**src/rtl/nand_read_ptr.sv**
```systemverilog
module nand_read_ptr #(
  parameter int MAIN_BYTES  = 512,
  parameter int SPARE_BYTES = 16,
  parameter int TR_CYCLES   = 20,
  parameter int COL_W       = $clog2(MAIN_BYTES + SPARE_BYTES)
) (
  input  logic             clk,
  input  logic             rst_n,
  input  logic             ce_n,
  input  logic             cle,
  input  logic             ale,
  input  logic             we_n,
  input  logic             re_n,
  input  logic [7:0]       io_in,
  output logic [7:0]       io_out,
  output logic             io_oe,
  output logic             rb,
  output logic [15:0]      mem_page,
  output logic [COL_W-1:0] mem_col,
  input  logic [7:0]       mem_data
);
  localparam int HALF       = MAIN_BYTES / 2;
  localparam int MAIN_LAST  = MAIN_BYTES - 1;
  localparam int SPARE_LAST = MAIN_BYTES + SPARE_BYTES - 1;
  localparam int SP_BITS    = $clog2(SPARE_BYTES);
  localparam int BW         = $clog2(TR_CYCLES + 1);

  localparam logic [1:0] PTR_LO = 2'd0, PTR_HI = 2'd1, PTR_SP = 2'd2;

  logic             we_q, re_q;
  logic [1:0]       ptr, area, acnt;
  logic [7:0]       col_lat, dout;
  logic [15:0]      page;
  logic [COL_W-1:0] col, last, start_col;
  logic [BW-1:0]    busy;

  wire we_rise = !we_q && we_n && !ce_n;
  wire re_fall = re_q && !re_n && !ce_n;
  wire cmd_wr  = we_rise && cle && !ale;
  wire adr_wr  = we_rise && ale && !cle;
  wire start   = adr_wr && acnt == 2'd2;

  assign last     = (area == PTR_SP) ? COL_W'(SPARE_LAST) : COL_W'(MAIN_LAST);
  assign io_oe    = !ce_n && !re_n;
  assign io_out   = dout;
  assign rb       = busy == '0;
  assign mem_page = page;
  assign mem_col  = col;

  always_comb begin
    case (ptr)
      PTR_HI:  start_col = COL_W'(HALF) + COL_W'(col_lat);
      PTR_SP:  start_col = COL_W'(MAIN_BYTES) + COL_W'(col_lat[SP_BITS-1:0]);
      default: start_col = COL_W'(col_lat);
    endcase
  end

  always_ff @(posedge clk or negedge rst_n) begin
    if (!rst_n) begin
      we_q <= 1'b1; re_q <= 1'b1;
      ptr <= PTR_LO; area <= PTR_LO; acnt <= '0;
      col_lat <= '0; page <= '0; col <= '0; dout <= '0; busy <= '0;
    end else begin
      we_q <= we_n;
      re_q <= re_n;
      if (busy != '0) busy <= busy - 1'b1;
      if (cmd_wr) begin
        acnt <= '0;
        case (io_in)
          8'h00: ptr <= PTR_LO;
          8'h01: ptr <= PTR_HI;
          8'h50: ptr <= PTR_SP;
          default: ;
        endcase
      end
      if (adr_wr) begin
        case (acnt)
          2'd0:    col_lat <= io_in;
          2'd1:    page[7:0] <= io_in;
          default: page[15:8] <= io_in;
        endcase
        acnt <= start ? 2'd0 : acnt + 2'd1;
      end
      if (start) begin
        area <= ptr;
        col  <= start_col;
        busy <= BW'(TR_CYCLES);
        if (ptr == PTR_HI) ptr <= PTR_LO;
      end else if (re_fall && rb) begin
        dout <= mem_data;
        if (col != last) col <= col + 1'b1;
      end
    end
  end
endmodule


```
**config.mk**
```make
export PLATFORM = sky130hd
export DESIGN_NAME = nand_read_ptr
export DESIGN_NICKNAME = d
export VERILOG_FILES = /design/src/rtl/nand_read_ptr.sv
export SDC_FILE = /design/constraint.sdc
export NUM_CORES = 1
export LEC_CHECK = 0
export BUFFER_PORTS_ARGS = -buffer_cell sky130_fd_sc_hd__buf_2
export CORE_ASPECT_RATIO = 0.6
export CORE_UTILIZATION = 53
export CTS_CLUSTER_SIZE = 10
export DETAILED_ROUTE_END_ITERATION = 8
export PLACE_DENSITY = 0.9
export SETUP_SLACK_MARGIN = 0.5
export SLEW_MARGIN = 20
export SYNTH_ARGS = -nofsm -noshare
export SYNTH_HDL_FRONTEND = slang
export SYNTH_SLANG_ARGS = --single-unit
```
**constraint.sdc**
```tcl
create_clock -name clk -period 3 [get_ports clk]
set_clock_uncertainty 0.2 [all_clocks]
set_input_delay 0.45 -clock clk [delete_from_list [all_inputs] [get_ports clk]]
set_output_delay 0.45 -clock clk [all_outputs]
set_load 0.05 [all_outputs]
```
After elaboration in Yosys (flattened, before gate mapping)
Cells that the tools add are included.
- register bits after elaboration: 55
- bits of input ports: 23
- output and inout bits: 36
- logic and storage cells: 70
- $add $sub $neg: 5
- eq/ne operators: 8
- multiplexer cells: 14
- bitwise gates (word level): 2
- reductions and logical operators: 30
- operator list (operator ; number):
    $mux W10 ; 4
    $pmux W10 S2 ; 1
    $mux W2 ; 6
    $logic_and A1 B1 Y1 ; 11
    $add A10 B1 Y10 const B ; 1
    $add A10 B4 Y10 const A ; 1
    $add A9 B8 Y10 const A ; 1
    $mux W5 ; 2
    $ne A10 B10 Y1 ; 1
    $reduce_and A2 Y1 ; 5
    $eq A8 B1 Y1 const B ; 1
    $eq A8 B7 Y1 const B ; 1
    $logic_not A8 Y1 ; 1
    $reduce_bool A2 Y1 ; 4
    $eq A2 B2 Y1 const B ; 3
    $pmux W2 S3 ; 1
    $logic_not A1 Y1 ; 5
    $logic_not A5 Y1 ; 1
    $reduce_bool A5 Y1 ; 1
    $sub A5 B1 Y5 const B ; 1
    $eq A2 B1 Y1 const B ; 2
    $add A2 B1 Y2 const B ; 1
    $logic_not A2 Y1 ; 1
    $not A1 Y1 ; 2
    $reduce_or A2 Y1 ; 1

Depth between registers and ports, before layout
- word-level depth: 8
- mapped depth: 7

Worst setup path before layout
OpenSTA, ideal clock, no wires.
- path kind: register -> register
- from: register busy[0]
- to: register col[8] (netlist: mem_col[8])
- arrival: 2.600 ns
- required time: 2.730 ns
- path slack: 0.130 ns
- stages on the path, launching flop included: 8
- buffers on the path: 0
- period minus slack after synthesis: 2.870 ns
- cells stage by stage: dfrtp_1 > inv_1 > ha_1 > nor4b_4 > nand3_4 > or4_1 > or4_1 > nand3_1
- cells in the longest elaborated chain, start to end: 4
- ends and longest elaborated chain (item ; RTL line ; RTL):
    start: declaration ; 35 ; logic [BW-1:0] busy;
    start signal: assignment ; 66 ; if (busy != '0) busy <= busy - 1'b1;
    start signal: assignment ; 87 ; busy <= BW'(TR_CYCLES);
    $logic_not A5 Y1 ; 46 ; assign rb = busy == '0;
    named net rb ; 17 ; output logic rb,
    $logic_and A1 B1 Y1 ; 89 ; end else if (re_fall && rb) begin
    $reduce_bool A2 Y1 (no source line) ; n/a ;
    $reduce_and A2 Y1 (no source line) ; n/a ;
    end signal: assignment ; 86 ; col <= start_col;
    end signal: assignment ; 91 ; if (col != last) col <= col + 1'b1;
    end: declaration ; 34 ; logic [COL_W-1:0] col, last, start_col;
The timed path passes the listed nets, and every way through them passes these cells.
A chain may end at the register's enable or synchronous reset.

Worst setup path in the final report
- from: register busy[1]
- to: register col[9] (netlist: mem_col[9])
- cells in the longest elaborated chain, start to end: 4
- ends and longest elaborated chain (item ; RTL line):
    $logic_not A5 Y1 ; 46
    $logic_and A1 B1 Y1 ; 89
    $reduce_bool A2 Y1 (no source line) ; n/a
    $reduce_and A2 Y1 (no source line) ; n/a
No other way between the ends.

==> impl_results.md <==
* Status: complete, no violations
* Crit-path cells: inv_1 -> ha_4 -> nor4b_4 -> buf_6 -> nand4_1 -> or4_4 -> or3_1 -> a31oi_1
* CTS clk-pin slew, worst paths at 0.10 ns
* Ranking of synthesized cells by area: dfrtp_1, mux2_2, o21ai_0
* Post-synthesis sequential area ratio at 55.3%
* Fraction of layout instances using a drive strength above 1 at 40.7%
* Crit path max fanout at 7
* Clock Root Buffer: clkbuf_8
* ANT cells at 0
* Most area-hungry cell type in the Yosys netlist: dfrtp_1
* Fmax at 0.414 GHz
* Bufs and invs on worst path at 2
* Die outline area at 0.00499 mm^2
* CTS HTree Levels at 2
* Type of the worst setup path: reg2reg
* Initial Util at roughly 58%
* Placed Cells at approximately 330
* Synth warn at 0
* FF+latch area at between 0.001 and 0.0015 mm^2
* Avg Inst Size Synth at 11.8 um^2
* Required @ worst endpoint at approximately 3.0 ns
* #FFs+latches synth at 55
* Syn_nets at 239
* Cell Count, Final, Fillers Out at 340
* Pleak at 1.52 nW
* Critical path's top delay family: simple AND/OR/NAND/NOR gates
* Initial antenna violation count at 0
* R2R cell count at 8
* Iter 0 DRT Violations at 66
* RSZ-0062 raised after global routing: true
* Port Buf Inserts at 58
* Area Overhead vs Synth at 22.0%
* Placer Congestion at 0.850
* Cells after Synth at around 210
* WP depth at 8
* Num rows at 18
* Worst Setup End Kind: flop
* Chip Height at 55.1 um
* Netlist cell types at 37
* GRT overflow at 0
* Number of hold violations in the final report at 0
* Drt via density at 5.76
* Total track usage at 24.7%
* Setup violators final at 0
* Detailed placement HPWL at 4.03 mm
* Pwr dens at 852 mW/mm^2
* Number of synthesized flops with an enable pin at 0
* Tcrit/Tclk final at 80.4%
* Hold Path Cell Cnt at 1
* CTS max path bufs at 2
* Area of the multi-input gates at around 0.0011 mm^2
* Synth top area share at 53.2%
* Max cap viols at 0
* WL per Instance at 16.1 um
* DR DRC count at 0
* HP Class: in2reg
* Async S/R FF share, synth at 100%
* Setup slack, reg-to-reg at 0.59 ns
* CTS tree: built
* Placeable Area at 0.00430 mm^2
* Die width at 90.5 um
* Post-synthesis instance area at 0.00249 mm^2
* Post-synth top flop: dfrtp_1
* Post-route core utilization at 70.7%
* Largest net degree at the start of global routing at 29
* Minimum clock period at approximately 2.4 ns
* Post-route ant nets at 0
* Peak VDD IR at between 500 and 600 uV
* Via count at 1958
* Max Slew Vio Count at 0
* Layout fillers at 318
* # IOs at 59
* First-pass GRT wire length at 9.34 mm
* Critical path arrival at 2.44 ns
* Fin nets at 306
* Crit-path max cell delay at between 0.5 and 0.6 ns
* Crit path max-delay cell type: or4_4
* Hold Slack at roughly 0.034 ns
* Clk sinks at 55
* Startpoint Class: flop
* Setup TNS at 0 ns
* Detailed Route WL at 5.49 mm
* Clock buffer count from CTS at 5
* Vias in the first global route at ~1900
* Slew of the pin with the lowest slew margin at 0.621 ns
* Initial DRT Pass Iterations at 4
* Rel. slew slack at 58.4%
* Clock Latency Late Sink at 0.31 ns
synth_stat cells, types with 2 or more instances:
master,n
dfstp_2,2
xnor2_1,3
o21ai_0,13
nand4_1,2
inv_1,8
a31oi_1,5
dfrtp_1,53
nand2_1,14
clkbuf_1,5
o211ai_1,3
nor2_1,13
nor4_1,4
nor3_1,4
nand3_1,10
or4_1,5
nor3b_1,3
and3_1,3
a21oi_1,2
ha_1,4
a21boi_0,2
mux2_2,32
o31ai_1,3
or3_1,5
state kept, by name (all words and copies together) (netlist names):
name	count
area	2
mem_page	16
we_q	1
ptr	2
col_lat	8
io_out	8
re_q	1
busy	5
acnt	2
mem_col	10
layout by cell type (no fill, tap or decap), types with 2 or more instances in the layout:
| cell type | instances |
|---|---|
| and3_1 | 3 |
| nor3_1 | 4 |
| nand3_1 | 10 |
| buf_2 | 58 |
| o31ai_1 | 3 |
| inv_1 | 7 |
| buf_4 | 5 |
| o21ai_0 | 13 |
| mux2_2 | 32 |
| or3_1 | 5 |
| nand2_1 | 14 |
| clkbuf_8 | 5 |
| or4_4 | 2 |
| nor2_1 | 13 |
| ha_1 | 3 |
| a21oi_1 | 2 |
| nor4_1 | 3 |
| nand4_1 | 2 |
| a21boi_0 | 2 |
| dfrtp_1 | 53 |
| dfstp_2 | 2 |
| o211ai_1 | 3 |
| or4_1 | 3 |
| a31oi_1 | 5 |
| nor3b_1 | 2 |
| xnor2_1 | 3 |
final cells by class:
class	count	share of cell area [%]
repair buffers	65	11.5
clock inverters	2	1.28
clock buffers	6	2.39
well taps	60	2.47
flip-flops and latches	55	45.3
inverters	8	0.988
multi-input cells	144	36.0
metal layers:
layer	vias to the layer above	share of wire [%]	global-route usage [%]
met3	7	6.8	5.60
met1	968	48	35.0
li1	907	-	-
met4	0	0.73	5.65
met2	76	44	39.4
met5	-	0	0
worst paths after layout:
check,start,endpoint
worst max-delay path,busy[1],mem_col[9]
worst min register to register,area[0],area[0]
min in group asynchronous,rst_n,col_lat[0]
max in group asynchronous,rst_n,we_q
worst min-delay path,re_n,re_q
worst max register to register,busy[1],mem_col[9]
stage by stage:
| stage | cell area, um^2 | total power, W | setup slack, ns |
|---|---|---|---|
| 2_1_floorplan | 2500 | 0.00183 | 0.159 |
| 3_5_place_dp | 2880 | 0.00208 | 0.246 |
| 5_1_grt | 3040 | 0.00271 | 0.492 |
| 6_report | 3040 | 0.00259 | 0.587 |
| 4_1_cts | 3030 | 0.00259 | 0.590 |
| 3_3_place_gp | 2880 | 0.00205 | 0.292 |
kinds of logic (layout without fill, tap and decap cells):
group	Yosys count	in the layout	synth area share, %
mux	33	33	14.9
xor+xnor	4	4	1.41
compound gates	32	32	8.13
flops	55	55	55.3
fa+ha+maj	4	4	2.01
buf+inv	13	81	1.96
simple gates	71	71	16.3
report_power, final:
group / total [W] / internal [W] / leakage [nW] / switching, W
logic: 0.000995 / 0.000311 / 0.757 / 0.000684
clock network: 0.000498 / 0.000253 / 0.0558 / 0.000246
registers: 0.00110 / 0.000940 / 0.706 / 0.000156
what timing repair did:
item	4_1_cts	5_1_grt
setup buffers	2	0
resized for setup	2	3
endpoints found under the hold margin	4	0
hold buffers	1	0
setup endpoints to repair	24	5
Note: power is estimated with default switching activity, not from simulation.
